--- src/rtl/bkpt_pkg.sv ---
package bkpt_pkg;
  localparam int unsigned ADDR_W = 32;

  typedef enum logic [1:0] {
    Q_EXEC  = 2'b00,
    Q_WRITE = 2'b01,
    Q_RSVD  = 2'b10,
    Q_RW    = 2'b11
  } qual_e;

  // low address bits ignored for a length/size code
  function automatic logic [1:0] low_mask(input logic [1:0] code);
    case (code)
      2'b00:   return 2'b00;
      2'b01:   return 2'b01;
      default: return 2'b11;
    endcase
  endfunction

  // aligned regions overlap when addresses agree above the larger span
  function automatic logic region_hit(input logic [ADDR_W-1:0] bp,
                                      input logic [1:0] len,
                                      input logic [ADDR_W-1:0] acc,
                                      input logic [1:0] size);
    logic [1:0] m;
    m = low_mask(len) | low_mask(size);
    return ((bp ^ acc) & ~{{(ADDR_W-2){1'b0}}, m}) == '0;
  endfunction

  function automatic logic data_qual_ok(input qual_e q, input logic is_write);
    case (q)
      Q_WRITE: return is_write;
      Q_RW:    return 1'b1;
      default: return 1'b0;
    endcase
  endfunction
endpackage

--- src/rtl/bkpt_slot.sv ---
module bkpt_slot import bkpt_pkg::*; (
  input  logic [ADDR_W-1:0] bp_addr,
  input  logic [1:0]        len_code,
  input  logic [1:0]        qual_code,
  input  logic              fetch_valid,
  input  logic [ADDR_W-1:0] fetch_addr,
  input  logic              mem_valid,
  input  logic              mem_write,
  input  logic [ADDR_W-1:0] mem_addr,
  input  logic [1:0]        mem_size,
  output logic              exec_hit,
  output logic              data_hit
);
  qual_e q;
  assign q = qual_e'(qual_code);

  // execute compare is byte exact; the length field plays no part
  assign exec_hit = fetch_valid && (q == Q_EXEC) && (fetch_addr == bp_addr);
  assign data_hit = mem_valid && data_qual_ok(q, mem_write) &&
                    region_hit(bp_addr, len_code, mem_addr, mem_size);
endmodule

--- src/rtl/bkpt_regs.sv ---
module bkpt_regs import bkpt_pkg::*; #(
  parameter int unsigned NSLOT = 4,
  parameter int unsigned DW    = 32,
  localparam int unsigned SELW = $clog2(NSLOT + 2),
  localparam int unsigned CW   = 8 * NSLOT
) (
  input  logic                         clk,
  input  logic                         rst_n,
  input  logic                         reg_en,
  input  logic                         reg_wr,
  input  logic [SELW-1:0]              reg_sel,
  input  logic [DW-1:0]                reg_wdata,
  output logic [DW-1:0]                reg_rdata,
  input  logic                         task_sw,
  input  logic                         exc_entry,
  input  logic [NSLOT-1:0]             hit_set,
  output logic [NSLOT-1:0][ADDR_W-1:0] bp_addr,
  output logic [NSLOT-1:0]             loc_en,
  output logic [NSLOT-1:0]             glb_en,
  output logic                         lx,
  output logic                         gx,
  output logic                         guard,
  output logic [2*NSLOT-1:0]           qual_vec,
  output logic [2*NSLOT-1:0]           len_vec
);
  localparam int unsigned LX_BIT    = 2 * NSLOT;
  localparam int unsigned GX_BIT    = 2 * NSLOT + 1;
  localparam int unsigned GUARD_BIT = 2 * NSLOT + 5;
  localparam int unsigned QUAL_LSB  = 4 * NSLOT;
  localparam int unsigned LEN_LSB   = 6 * NSLOT;
  localparam int unsigned CTRL_SEL  = NSLOT;
  localparam int unsigned STAT_SEL  = NSLOT + 1;
  localparam logic [CW-1:0] LOCAL_MASK =
    (CW'(1) << LX_BIT) | ((CW'(1) << NSLOT) - CW'(1));

  logic [CW-1:0]    ctrl_q, ctrl_d;
  logic [NSLOT-1:0] hits_q, hits_d;
  logic             access_ok, wr_ok;

  assign access_ok = reg_en && !ctrl_q[GUARD_BIT];
  assign wr_ok     = access_ok && reg_wr;

  always_comb begin
    ctrl_d = ctrl_q;
    if (wr_ok && reg_sel == SELW'(CTRL_SEL)) ctrl_d = reg_wdata[CW-1:0];
    if (task_sw)   ctrl_d = ctrl_d & ~LOCAL_MASK;
    if (exc_entry) ctrl_d[GUARD_BIT] = 1'b0;
  end

  always_comb begin
    hits_d = hits_q;
    if (wr_ok && reg_sel == SELW'(STAT_SEL)) hits_d = hits_q & reg_wdata[NSLOT-1:0];
    hits_d = hits_d | hit_set;
  end

  always_ff @(posedge clk) begin
    if (!rst_n) begin
      ctrl_q <= '0;
      hits_q <= '0;
    end else begin
      ctrl_q <= ctrl_d;
      hits_q <= hits_d;
    end
  end

  for (genvar i = 0; i < NSLOT; i++) begin : g_addr
    always_ff @(posedge clk) begin
      if (!rst_n) bp_addr[i] <= '0;
      else if (wr_ok && reg_sel == SELW'(i)) bp_addr[i] <= reg_wdata[ADDR_W-1:0];
    end
  end

  always_comb begin
    reg_rdata = '0;
    if (access_ok) begin
      for (int i = 0; i < NSLOT; i++)
        if (reg_sel == SELW'(i)) reg_rdata = DW'(bp_addr[i]);
      if (reg_sel == SELW'(CTRL_SEL)) reg_rdata = DW'(ctrl_q);
      if (reg_sel == SELW'(STAT_SEL)) reg_rdata = DW'(hits_q);
    end
  end

  assign loc_en   = ctrl_q[NSLOT-1:0];
  assign glb_en   = ctrl_q[2*NSLOT-1:NSLOT];
  assign lx       = ctrl_q[LX_BIT];
  assign gx       = ctrl_q[GX_BIT];
  assign guard    = ctrl_q[GUARD_BIT];
  assign qual_vec = ctrl_q[QUAL_LSB +: 2*NSLOT];
  assign len_vec  = ctrl_q[LEN_LSB +: 2*NSLOT];
endmodule

--- src/rtl/bkpt_trap.sv ---
module bkpt_trap #(
  parameter int unsigned NSLOT = 4
) (
  input  logic             clk,
  input  logic             rst_n,
  input  logic [NSLOT-1:0] armed_hits,
  input  logic             retire,
  input  logic             exact,
  output logic             data_trap
);
  logic pending_q, deferred_q, cur;

  // matches gathered over the instruction now in flight
  assign cur       = pending_q || (|armed_hits);
  assign data_trap = retire && (exact ? cur : deferred_q);

  always_ff @(posedge clk) begin
    if (!rst_n) begin
      pending_q  <= 1'b0;
      deferred_q <= 1'b0;
    end else if (retire) begin
      pending_q  <= 1'b0;
      deferred_q <= exact ? 1'b0 : cur;
    end else begin
      pending_q  <= cur;
    end
  end
endmodule

--- src/rtl/bkpt_unit.sv ---
module bkpt_unit import bkpt_pkg::*; #(
  parameter int unsigned NSLOT = 4,
  parameter int unsigned DW    = 32,
  localparam int unsigned SELW = $clog2(NSLOT + 2)
) (
  input  logic              clk,
  input  logic              rst_n,
  input  logic              reg_en,
  input  logic              reg_wr,
  input  logic [SELW-1:0]   reg_sel,
  input  logic [DW-1:0]     reg_wdata,
  output logic [DW-1:0]     reg_rdata,
  output logic              reg_fault,
  input  logic              fetch_valid,
  input  logic [ADDR_W-1:0] fetch_addr,
  output logic              exec_fault,
  input  logic              mem_valid,
  input  logic              mem_write,
  input  logic [ADDR_W-1:0] mem_addr,
  input  logic [1:0]        mem_size,
  input  logic              retire,
  output logic              data_trap,
  input  logic              task_sw,
  input  logic              exc_entry
);
  logic [NSLOT-1:0][ADDR_W-1:0] bp_addr;
  logic [NSLOT-1:0]             loc_en, glb_en, slot_on;
  logic                         lx, gx, guard;
  logic [2*NSLOT-1:0]           qual_vec, len_vec;
  logic [NSLOT-1:0]             exec_hits, data_hits;

  bkpt_regs #(.NSLOT(NSLOT), .DW(DW)) u_regs (
    .clk       (clk),
    .rst_n     (rst_n),
    .reg_en    (reg_en),
    .reg_wr    (reg_wr),
    .reg_sel   (reg_sel),
    .reg_wdata (reg_wdata),
    .reg_rdata (reg_rdata),
    .task_sw   (task_sw),
    .exc_entry (exc_entry),
    .hit_set   (exec_hits | data_hits),
    .bp_addr   (bp_addr),
    .loc_en    (loc_en),
    .glb_en    (glb_en),
    .lx        (lx),
    .gx        (gx),
    .guard     (guard),
    .qual_vec  (qual_vec),
    .len_vec   (len_vec)
  );

  for (genvar i = 0; i < NSLOT; i++) begin : g_slot
    bkpt_slot u_slot (
      .bp_addr     (bp_addr[i]),
      .len_code    (len_vec[2*i +: 2]),
      .qual_code   (qual_vec[2*i +: 2]),
      .fetch_valid (fetch_valid),
      .fetch_addr  (fetch_addr),
      .mem_valid   (mem_valid),
      .mem_write   (mem_write),
      .mem_addr    (mem_addr),
      .mem_size    (mem_size),
      .exec_hit    (exec_hits[i]),
      .data_hit    (data_hits[i])
    );
  end

  assign slot_on    = loc_en | glb_en;
  assign reg_fault  = reg_en && guard;
  assign exec_fault = |(exec_hits & slot_on);

  bkpt_trap #(.NSLOT(NSLOT)) u_trap (
    .clk        (clk),
    .rst_n      (rst_n),
    .armed_hits (data_hits & slot_on),
    .retire     (retire),
    .exact      (lx || gx),
    .data_trap  (data_trap)
  );
endmodule

--- config.mk ---
export PLATFORM = sky130hd
export DESIGN_NAME = bkpt_unit
export DESIGN_NICKNAME = d
export VERILOG_FILES = /design/src/rtl/bkpt_pkg.sv /design/src/rtl/bkpt_slot.sv /design/src/rtl/bkpt_regs.sv /design/src/rtl/bkpt_trap.sv /design/src/rtl/bkpt_unit.sv
export SDC_FILE = /design/constraint.sdc
export NUM_CORES = 1
export LEC_CHECK = 0
export BUFFER_PORTS_ARGS = -buffer_cell sky130_fd_sc_hd__buf_2
export CAP_MARGIN = 20
export CORE_MARGIN = 1.5
export CORE_UTILIZATION = 40
export CTS_CLUSTER_SIZE = 30
export DETAILED_ROUTE_END_ITERATION = 8
export SYNTH_ARGS = -nofsm -noshare
export SYNTH_HDL_FRONTEND = slang
export SYNTH_SLANG_ARGS = --single-unit
--- constraint.sdc ---
create_clock -name clk -period 6.6 [get_ports clk]
set_input_delay 0.33 -clock clk [delete_from_list [all_inputs] [get_ports clk]]
set_output_delay 0.33 -clock clk [all_outputs]
set_load 0.01 [all_outputs]
==> results of run 1 <==
## registers in the layout (all words and copies together) (netlist names)
name               count
u_trap.deferred_q      1
u_regs.ctrl_q         32
u_regs.hits_q          4
u_trap.pending_q       1
u_regs.bp_addr       128
## synth_stat cells, drive strengths merged (4+ instances only)
cell and instances:
xor2 140, nand3 12, buf 13, nand4 46, mux2i 27, dfxtp 166, nor4 48, xnor2 112
or4 8, mux4 5, nor2b 18, nor3 15, o21ai 28, a31oi 4, and2 5, a21oi 195
nand2b 6, clkbuf 78, nand2 358, nor2 86, o211ai 23
## cell type report
cell class / count / share of cell area
timing repair buffer: 160 / 0.0707
clock inverter: 13 / 0.0125
multi-input combinational: 1171 / 0.569
inverter: 3 / 0.00114
sequential: 166 / 0.276
antenna: 1 / 0.000208
clock buffer: 17 / 0.0353
tap: 335 / 0.0348
## critical path, stage by stage (launching register included)
cell and delay [ps]:
sky130_fd_sc_hd__dfxtp_1 470, sky130_fd_sc_hd__xor2_1 160, sky130_fd_sc_hd__nor4_1 510, sky130_fd_sc_hd__nand4_1 200, sky130_fd_sc_hd__nor4_1 560, sky130_fd_sc_hd__nand4_1 280
sky130_fd_sc_hd__o22a_1 240, sky130_fd_sc_hd__o221ai_1 80, sky130_fd_sc_hd__buf_2 170
## metal layers
layer  track usage  up-vias
met5             0        -
met4         0.109        0
met3        0.0509       74
met2         0.630      557
met1         0.522     5322
li1              -     5035
## where the power goes
group	switching [mW]	total (mW)	internal, mW
logic	0.266	0.380	0.114
registers	0.0204	1.03	1.01
clock network	0.488	1.05	0.561
total	0.775	2.46	1.69
## metrics by stage
stage,power (mW),utilization
after floorplan,1.23,-
after global placement,1.43,0.441
after detailed placement,1.42,0.441
after CTS,2.46,0.464
after global routing,2.52,0.464
final,2.46,0.465
## cell families (layout without fill, tap and decap cells)
| logic type | after synthesis | count (layout) | share of synthesized area |
|---|---|---|---|
| AO/OA/AOI/OAI | 263 | 263 | 0.136 |
| XOR/XNOR | 252 | 252 | 0.210 |
| AND/OR/NAND/NOR | 622 | 622 | 0.265 |
| buffers and inverters | 95 | 193 | 0.0355 |
| other | 0 | 1 | 0 |
| flip-flops | 166 | 166 | 0.316 |
| multiplexers | 34 | 34 | 0.0385 |
## worst max path at each step
stage / start / end / slack (ps) / cells after the start
detailed placement: reg_sel[2] / reg_rdata[21] / 3460 / 7
floorplan: mem_addr[17] / data_trap / 4260 / 7
global route: u_regs.bp_addr[111]$_SDFFE_PN0P_ / data_trap / 3030 / 8
global placement: mem_addr[15] / data_trap / 3490 / 9
CTS: u_regs.bp_addr[111]$_SDFFE_PN0P_ / data_trap / 3200 / 8
finish: u_regs.bp_addr[114]$_SDFFE_PN0P_ / exec_fault / 3150 / 8
==> flow_summary.toml, run 1 <==
[run_status]
run_status = "completed"

[yosys]
postSynthNetCount = 1543
synthCells = 1432
seq_area_frac_synth = 0.316
synth-edff-count = 0
postSynthRegisterBits = 166
post_synth_instance_area_um2 = 10500
yosysTopAreaCell = "sky130_fd_sc_hd__dfxtp_1"
netlist_top_cells_area = "sky130_fd_sc_hd__dfxtp_1 (32%), sky130_fd_sc_hd__nand2_1 (13%), sky130_fd_sc_hd__xor2_1 (12%)"
yosys_warnings = 0
postSynthAreaPerCell_um2 = 7.35
async_reset_ff_frac = 0
synth.lib_cells_used.distinct = 49
ys_dominant_reg_cell = "sky130_fd_sc_hd__dfxtp_1"
synthDominantCellAreaShare = 0.316

[sta]
slew-limit-headroom = 0.307
setup_repair_after_global_routing_missed_its_margin = "no"
worst_hold_slack_ps = 40.8
max_freq_ghz = 0.290
final_hold_violations = 0
skew_ps = 17.2
final_slew_viol_count = 0
post-route-min-period_ps = 3450
tightest_slew_ps = 1030
setup-tns-final_ps = 0
layout_setup_ws_ps = 3150
setup_viol_count_final = 0
post-route-period-util = 0.522

[floorplan]
die_outline_width_um = 165
number_of_top_level_pins = 146
die-height_um = 165
core-area_um2 = 25900
fp.dieArea_um2 = 27300
placementRows = 59
initial_util = 0.406

[hold_path]
worstHoldPathType = "input port to register"
worstHoldEndpoint = "u_regs.ctrl_q[13]$_SDFFE_PP0P_"
min_delay_path_depth = 2
worst_hold_startpoint = "exc_entry"

[clock_tree]
holdBufCountCts = 0
h-tree-depth = 4
cts_tree = "yes"
total_clock_sinks = 166
cts_repair_resize_count = 0
numCtsBuffers = 17
clk_pin_slew_worst_paths_ps = 80
clock_latency_ps = 440
clk_root_buffer_cell = "sky130_fd_sc_hd__clkbuf_16"
post-cts-setup-buffer-count = 0
max-clock-path-buffers = 2

[power]
cell_pwr_density_nw_per_um2 = 205
power.static_leakage_nw = 4.39
worst_ir_drop_vdd_mv = 0.149

[critical_path]
r2r_cells = 7
critical_path.reg2reg.startpoint = "u_regs.bp_addr[111]$_SDFFE_PN0P_"
criticalPathCategory = "register to output port"
regToRegSetupSlack_ps = 3920
worst_setup_path_end_kind = "output port"
worstReg2RegEnd = "u_trap.deferred_q$_SDFFE_PN0P_"
cp.required_ps = 6270
path_max_fanout = 4
type_of_origin_of_the_critical_path = "register"
worstPathArrival_ps = 3120

[layout]
seq_area_um2 = 3320
layout.cells.non_filler = 1866
layout-drive-gt1-share = 0.135
multi_input_comb_area_um2 = 6850
total_number_of_nets_in_the_final_design = 1630
final_cell_area_um2 = 12000
num-fill-cells = 2696
syn_to_final_growth_pct = 14.4
final_cell_mix = "sky130_fd_sc_hd__nand2_1 (358), sky130_fd_sc_hd__a21oi_1 (195), sky130_fd_sc_hd__dfxtp_1 (166)"
most_common_cell_after_layout_fill_and_taps_aside = "sky130_fd_sc_hd__nand2_1"

[detailed_routing]
routed_via_density = 5.89
met3WireLength_mm = 3.89
ant_nets = 0
dr_total_vias = 11000
met2_wirelength_mm = 24.4
drtIter0Drc = 1387
drc = 0
drt-wirelength-per-cell_um = 28.1
routed.top_layer = "met4"
dr.pass1.iters = 5
route.final.wire_length_mm = 52.4
route.layer.met1.wl_mm = 22.9

[placed_design]
routabilityCongestion = 1.07
total_placed_cells_including_tap_cells = 1834
post_dp_cell_area_um2 = 11400
buffer_ports.inserted = 145
place.detailed.hpwl_mm = 39.9
place_worst_setup_slack_ps = 3460

[grt]
vias_in_the_first_global_route = 10100
largest_net_degree_at_the_start_of_global_routing = 91
grt.overflow.total = 0
gr-usage-all-layers = 0.383
number_of_antenna_violations_at_the_first_check_in_global_routing = 1
grt_pass1_wl_mm = 72.8

[run]
maxCapViolations = 0
No activity file was read; power rests on OpenSTA's default activity.
==> run 2: changes to the inputs <==
- ABC_AREA: not set -> 1
- clock period: 6.6 -> 3.3 ns (I/O delays scaled with it)
==> flow_summary.toml, run 2 <==
[run_status]
run_status = "completed"

[run]
maxCapViolations = 0

[clock_tree]
total_clock_sinks = 166
clk_root_buffer_cell = "sky130_fd_sc_hd__clkbuf_16"
cts_repair_resize_count = 0
cts_tree = "yes"
post-cts-setup-buffer-count = 0
clock_latency_ps = 460
holdBufCountCts = 2
numCtsBuffers = 17
clk_pin_slew_worst_paths_ps = 70
max-clock-path-buffers = 2
h-tree-depth = 4

[critical_path]
criticalPathCategory = "register to output port"
cp.required_ps = 3130
path_max_fanout = 4
max_stage_delay_ps = 630
worst_setup_path_end_kind = "output port"
crit_path_top_delay_cell = "sky130_fd_sc_hd__dfxtp_1"
path_common_cell = "sky130_fd_sc_hd__nand2_1"
crit_chain = "xor2_1, nor3_1, nand4_1, nor2_1, nand3_1, nand2_1, inv_1, nand2_1, buf_2"
type_of_origin_of_the_critical_path = "register"
worstPathArrival_ps = 2710

[placed_design]
place_worst_setup_slack_ps = 940
place.detailed.hpwl_mm = 46.8
buffer_ports.inserted = 145
routabilityCongestion = 1.05

[power]
report.power.total_mw = 5.16
cell_pwr_density_nw_per_um2 = 417
seqPwrFrac = 0.407
power.switching_fraction = 0.328
part_of_the_total_power_dissipated_in_combinational_logic = 0.172
internal_power_mw = 3.47
power.static_leakage_nw = 5.18
p_clk_frac = 0.421
worst_ir_drop_vdd_mv = 0.429
net-switching-power_mw = 1.70

[yosys]
synthDominantCellAreaShare = 0.306
postSynthRegisterBits = 166
postSynthNetCount = 1797
async_reset_ff_frac = 0
postSynthAreaPerCell_um2 = 6.45
yosysTopAreaCell = "sky130_fd_sc_hd__dfxtp_1"
seq_area_frac_synth = 0.306
synthCells = 1686
synth_common_cells = "sky130_fd_sc_hd__nand2_1 (340), sky130_fd_sc_hd__o21ai_0 (208), sky130_fd_sc_hd__nor2_1 (196), sky130_fd_sc_hd__inv_1 (182), sky130_fd_sc_hd__dfxtp_1 (166)"
synth-edff-count = 0
synth.lib_cells_used.distinct = 41
netlist_top_cells_area = "sky130_fd_sc_hd__dfxtp_1 (31%), sky130_fd_sc_hd__nand2_1 (12%), sky130_fd_sc_hd__o21ai_0 (9.6%)"
yosys_warnings = 0
ys_dominant_reg_cell = "sky130_fd_sc_hd__dfxtp_1"
synthMostInstantiatedCell = "sky130_fd_sc_hd__nand2_1"
post_synth_instance_area_um2 = 10900

[sta]
layout_setup_ws_ps = 429
final_slew_viol_count = 0
skew_ps = 10.3
final_hold_violations = 0
setup_repair_after_global_routing_missed_its_margin = "no"
post-route-min-period_ps = 2870
setup_viol_count_final = 0
post-route-period-util = 0.870
setup-tns-final_ps = 0
slew-limit-headroom = 0.408
max_freq_ghz = 0.348
tightest_slew_ps = 887

[floorplan]
placementRows = 60
die-height_um = 168
initial_util = 0.406
die_outline_width_um = 168
number_of_top_level_pins = 146
core-area_um2 = 26800
fp.dieArea_um2 = 28200

[layout]
syn_to_final_growth_pct = 13.9
layout-drive-gt1-share = 0.129
multi_input_comb_area_um2 = 6380
seq_area_um2 = 3320
num-fill-cells = 2916
antenna_cells_inserted = 0
largestRegisters = "u_regs.bp_addr x128, u_regs.ctrl_q x32, u_regs.hits_q x4"
final_cell_mix = "sky130_fd_sc_hd__nand2_1 (340), sky130_fd_sc_hd__o21ai_0 (208), sky130_fd_sc_hd__nor2_1 (196)"
registers.top_by_ff_count = "u_regs.bp_addr"
total_number_of_nets_in_the_final_design = 1892
largest_reg_flops = 128
most_common_cell_after_layout_fill_and_taps_aside = "sky130_fd_sc_hd__nand2_1"

[detailed_routing]
routed_via_density = 6.05
drtIter0Drc = 2000
route.final.wire_length_mm = 60.9
dr_total_vias = 12900
ant_nets = 0
dr.pass1.iters = 6
drt-wirelength-per-cell_um = 28.5
drc = 0

[grt]
grt.overflow.total = 0
gr-usage-all-layers = 0.430
vias_in_the_first_global_route = 11900
grt_pass1_wl_mm = 85.3
number_of_antenna_violations_at_the_first_check_in_global_routing = 2
largest_net_degree_at_the_start_of_global_routing = 97

[hold_path]
worstHoldPathType = "input port to register"
-- run 2: cells by family (layout without fill, tap and decap cells) --
kind of cell | Yosys count | in the layout | share of synthesized area
DFF | 166 | 166 | 0.306
and+or+nand+nor | 654 | 654 | 0.253
buffers and inverters | 281 | 389 | 0.107
AOI/OAI and AO/OA | 478 | 478 | 0.248
xor gates and xnor gates | 107 | 107 | 0.0862
-- run 2: per-layer routing --
layer	track usage	vias to the layer above	wire length (µm)
li1	-	5769	-
met1	0.601	6120	25900
met2	0.625	900	25200
met3	0.107	130	6980
met4	0.186	4	2730
met5	0	-	47
-- run 2: cell type report --
type	count	area share
multi-input cells	1239	0.516
flip-flops and latches	166	0.268
repair buffers	161	0.0730
inverters	196	0.0594
clock buffers	19	0.0358
well taps	341	0.0345
clock inverters	13	0.0131
-- run 2: stage by stage --
| stage | instances | hold slack, ps | util | instance area, µm² |
|---|---|---|---|---|
| finish | 2135 | 10.0 | 0.462 | 12400 |
| detailed placement | 2098 | 347 | 0.436 | 11700 |
| floorplan | 1686 | 242 | - | 10900 |
| global placement | 2098 | 334 | 0.436 | 11700 |
| CTS | 2132 | 0.367 | 0.460 | 12300 |
| global route | 2135 | 23.7 | 0.462 | 12400 |
-- run 2: final timing paths --
| kind | end | cells after the start | from | slack [ps] |
|---|---|---|---|---|
| worst max-delay path | exec_fault | 9 | u_regs.bp_addr[9]$_SDFFE_PN0P_ | 430 |
| worst min-delay path | u_regs.ctrl_q[6]$_SDFFE_PN0P_ | 3 | reg_wdata[6] | 10 |
| worst max register to register | u_regs.hits_q[0]$_SDFF_PN0_ | 8 | u_regs.bp_addr[9]$_SDFFE_PN0P_ | 1180 |
| worst min register to register | u_regs.ctrl_q[3]$_SDFFE_PP0P_ | 2 | u_regs.ctrl_q[3]$_SDFFE_PP0P_ | 480 |
-- run 2: power by group through the flow --
stage | sequential (mW) | combinational [mW] | clock, mW
global route | 2.11 | 0.928 | 2.25
detailed placement | 2.15 | 0.845 | 0
finish | 2.10 | 0.887 | 2.17
global placement | 2.15 | 0.848 | 0
floorplan | 2.12 | 0.454 | 0
CTS | 2.10 | 0.850 | 2.17
-- run 2: critical path: cells and delay by family, from the launching register on --
family | cells | cell delay (ps)
flops | 1 | 630
xor+xnor | 1 | 170
simple gates | 6 | 1270
buf+inv | 2 | 190
==> run 3: changes to the inputs <==
- CTS_BUF_LIST: not set -> sky130_fd_sc_hd__clkbuf_2 sky130_fd_sc_hd__clkbuf_4 sky130_fd_sc_hd__clkbuf_8
==> flow_summary.toml, run 3 (synthesis gave the netlist of run 2 again) <==
[sta]
tightest_slew_ps = 878
final_slew_viol_count = 0
max_freq_ghz = 0.343
layout_setup_ws_ps = 385
slew-limit-headroom = 0.414
worst_hold_slack_ps = 11.9
final_hold_violations = 0
post-route-period-util = 0.883
post-route-min-period_ps = 2910
setup_repair_after_global_routing_missed_its_margin = "no"
setup_viol_count_final = 0
skew_ps = 14.8
setup-tns-final_ps = 0

[floorplan]
die_outline_width_um = 168
fp.dieArea_um2 = 28200
placementRows = 60
number_of_top_level_pins = 146
initial_util = 0.406
core-area_um2 = 26800
die-height_um = 168

[detailed_routing]
dr_total_vias = 13000
dr.pass1.iters = 8
ant_nets = 0
drtIter0Drc = 2115
drc = 0
route.final.wire_length_mm = 60.9
routed_via_density = 6.02
drt-wirelength-per-cell_um = 28.2

[critical_path]
worstReg2RegEnd = "u_regs.ctrl_q[3]$_SDFFE_PP0P_"
r2r_cells = 7
path_max_fanout = 4
critical_path.reg2reg.startpoint = "u_regs.ctrl_q[13]$_SDFFE_PP0P_"
critPathTopFamily = "simple AND/OR/NAND/NOR gates"
worstPathBufferInverterCount = 2
crit_path_top_delay_cell = "sky130_fd_sc_hd__dfxtp_1"
worst_setup_path_end_kind = "output port"
crit_chain = "xor2_1, nor3_1, nand4_1, nor2_1, nand3_1, nand2_1, inv_1, nand2_1, buf_2"
regToRegSetupSlack_ps = 950
worstPathArrival_ps = 2750
criticalPathCategory = "register to output port"
type_of_origin_of_the_critical_path = "register"
cp.required_ps = 3130
path_common_cell = "sky130_fd_sc_hd__nand2_1"
max_stage_delay_ps = 630

[clock_tree]
numCtsBuffers = 17
h-tree-depth = 4
post-cts-setup-buffer-count = 0
cts_repair_resize_count = 0
holdBufCountCts = 23
clk_root_buffer_cell = "sky130_fd_sc_hd__clkbuf_8"
clk_pin_slew_worst_paths_ps = 100
cts_tree = "yes"
max-clock-path-buffers = 2
clock_latency_ps = 490
total_clock_sinks = 166

[grt]
largest_net_degree_at_the_start_of_global_routing = 97
number_of_antenna_violations_at_the_first_check_in_global_routing = 2
gr-usage-all-layers = 0.429
grt.overflow.total = 0
grt_pass1_wl_mm = 85.3
vias_in_the_first_global_route = 11900

[layout]
antenna_cells_inserted = 0
multi_input_comb_area_um2 = 6380
layout.core_utilization = 0.463
total_number_of_nets_in_the_final_design = 1913
registers.top_by_ff_count = "u_regs.bp_addr"
layout.cells.non_filler = 2156
seq_area_um2 = 3320
largest_reg_flops = 128
final_cell_area_um2 = 12400
num-fill-cells = 2936
final_cell_mix = "sky130_fd_sc_hd__nand2_1 (340), sky130_fd_sc_hd__o21ai_0 (208), sky130_fd_sc_hd__nor2_1 (196)"
layout-drive-gt1-share = 0.128
syn_to_final_growth_pct = 14.1
largestRegisters = "u_regs.bp_addr x128, u_regs.ctrl_q x32, u_regs.hits_q x4"
most_common_cell_after_layout_fill_and_taps_aside = "sky130_fd_sc_hd__nand2_1"

[hold_path]
worst_hold_startpoint = "reg_wdata[2]"
worstHoldEndpoint = "u_regs.ctrl_q[2]$_SDFFE_PP0P_"
min_delay_path_depth = 3
worstHoldPathType = "input port to register"

[placed_design]
total_placed_cells_including_tap_cells = 2098
buffer_ports.inserted = 145
post_dp_cell_area_um2 = 11700
place.detailed.hpwl_mm = 46.8
routabilityCongestion = 1.05
place_worst_setup_slack_ps = 940

[power]
cell_pwr_density_nw_per_um2 = 377
power.static_leakage_nw = 5.18
report.power.total_mw = 4.68
worst_ir_drop_vdd_mv = 0.467

[run]
maxCapViolations = 0

[run_status]
run_status = "completed"
==> run 3: cell types whose count changed in the layout (fill, tap and decap cells not counted), sizes merged <==
cell         before  now
dlygate4sd3       2   23
==> run 3: how the worst max path moves through the flow <==
stage,slack [ps],endpoint,cells after the start,start
2_1_floorplan,1880,data_trap,10,u_regs.bp_addr[97]$_SDFFE_PN0P_
3_3_place_gp,990,reg_rdata[16],7,reg_sel[1]
3_5_place_dp,940,reg_rdata[4],7,reg_sel[1]
4_1_cts,540,exec_fault,9,u_regs.bp_addr[9]$_SDFFE_PN0P_
5_1_grt,350,data_trap,13,u_regs.bp_addr[68]$_SDFFE_PN0P_
6_report,390,exec_fault,9,u_regs.bp_addr[9]$_SDFFE_PN0P_
==> run 3: tightest hold or removal path, stage by stage <==
cell and delay [ps]:
sky130_fd_sc_hd__buf_2 140, sky130_fd_sc_hd__nor2_1 100, sky130_fd_sc_hd__nor2_1 50
==> run 3: layout make-up <==
class                           instances  area share
Clock buffer                           19      0.0206
Sequential cell                       166       0.268
Multi-Input combinational cell       1239       0.515
Tap cell                              341      0.0344
Timing Repair Buffer                  182      0.0898
Clock inverter                         13      0.0131
Inverter                              196      0.0593
==> run 3: routing by layer <==
layer,vias to the layer above,track usage,share of wire
met5,-,0,0.00021
met2,879,0.630,0.42
li1,5817,-,-
met3,106,0.107,0.12
met1,6169,0.600,0.42
met4,2,0.173,0.039
==> run 3: power breakdown <==
part	switching, mW	leakage, nW	internal [mW]
clock	0.936	0.208	0.729
combinational	0.632	3.63	0.274
sequential	0.0597	1.34	2.04
total	1.63	5.18	3.05
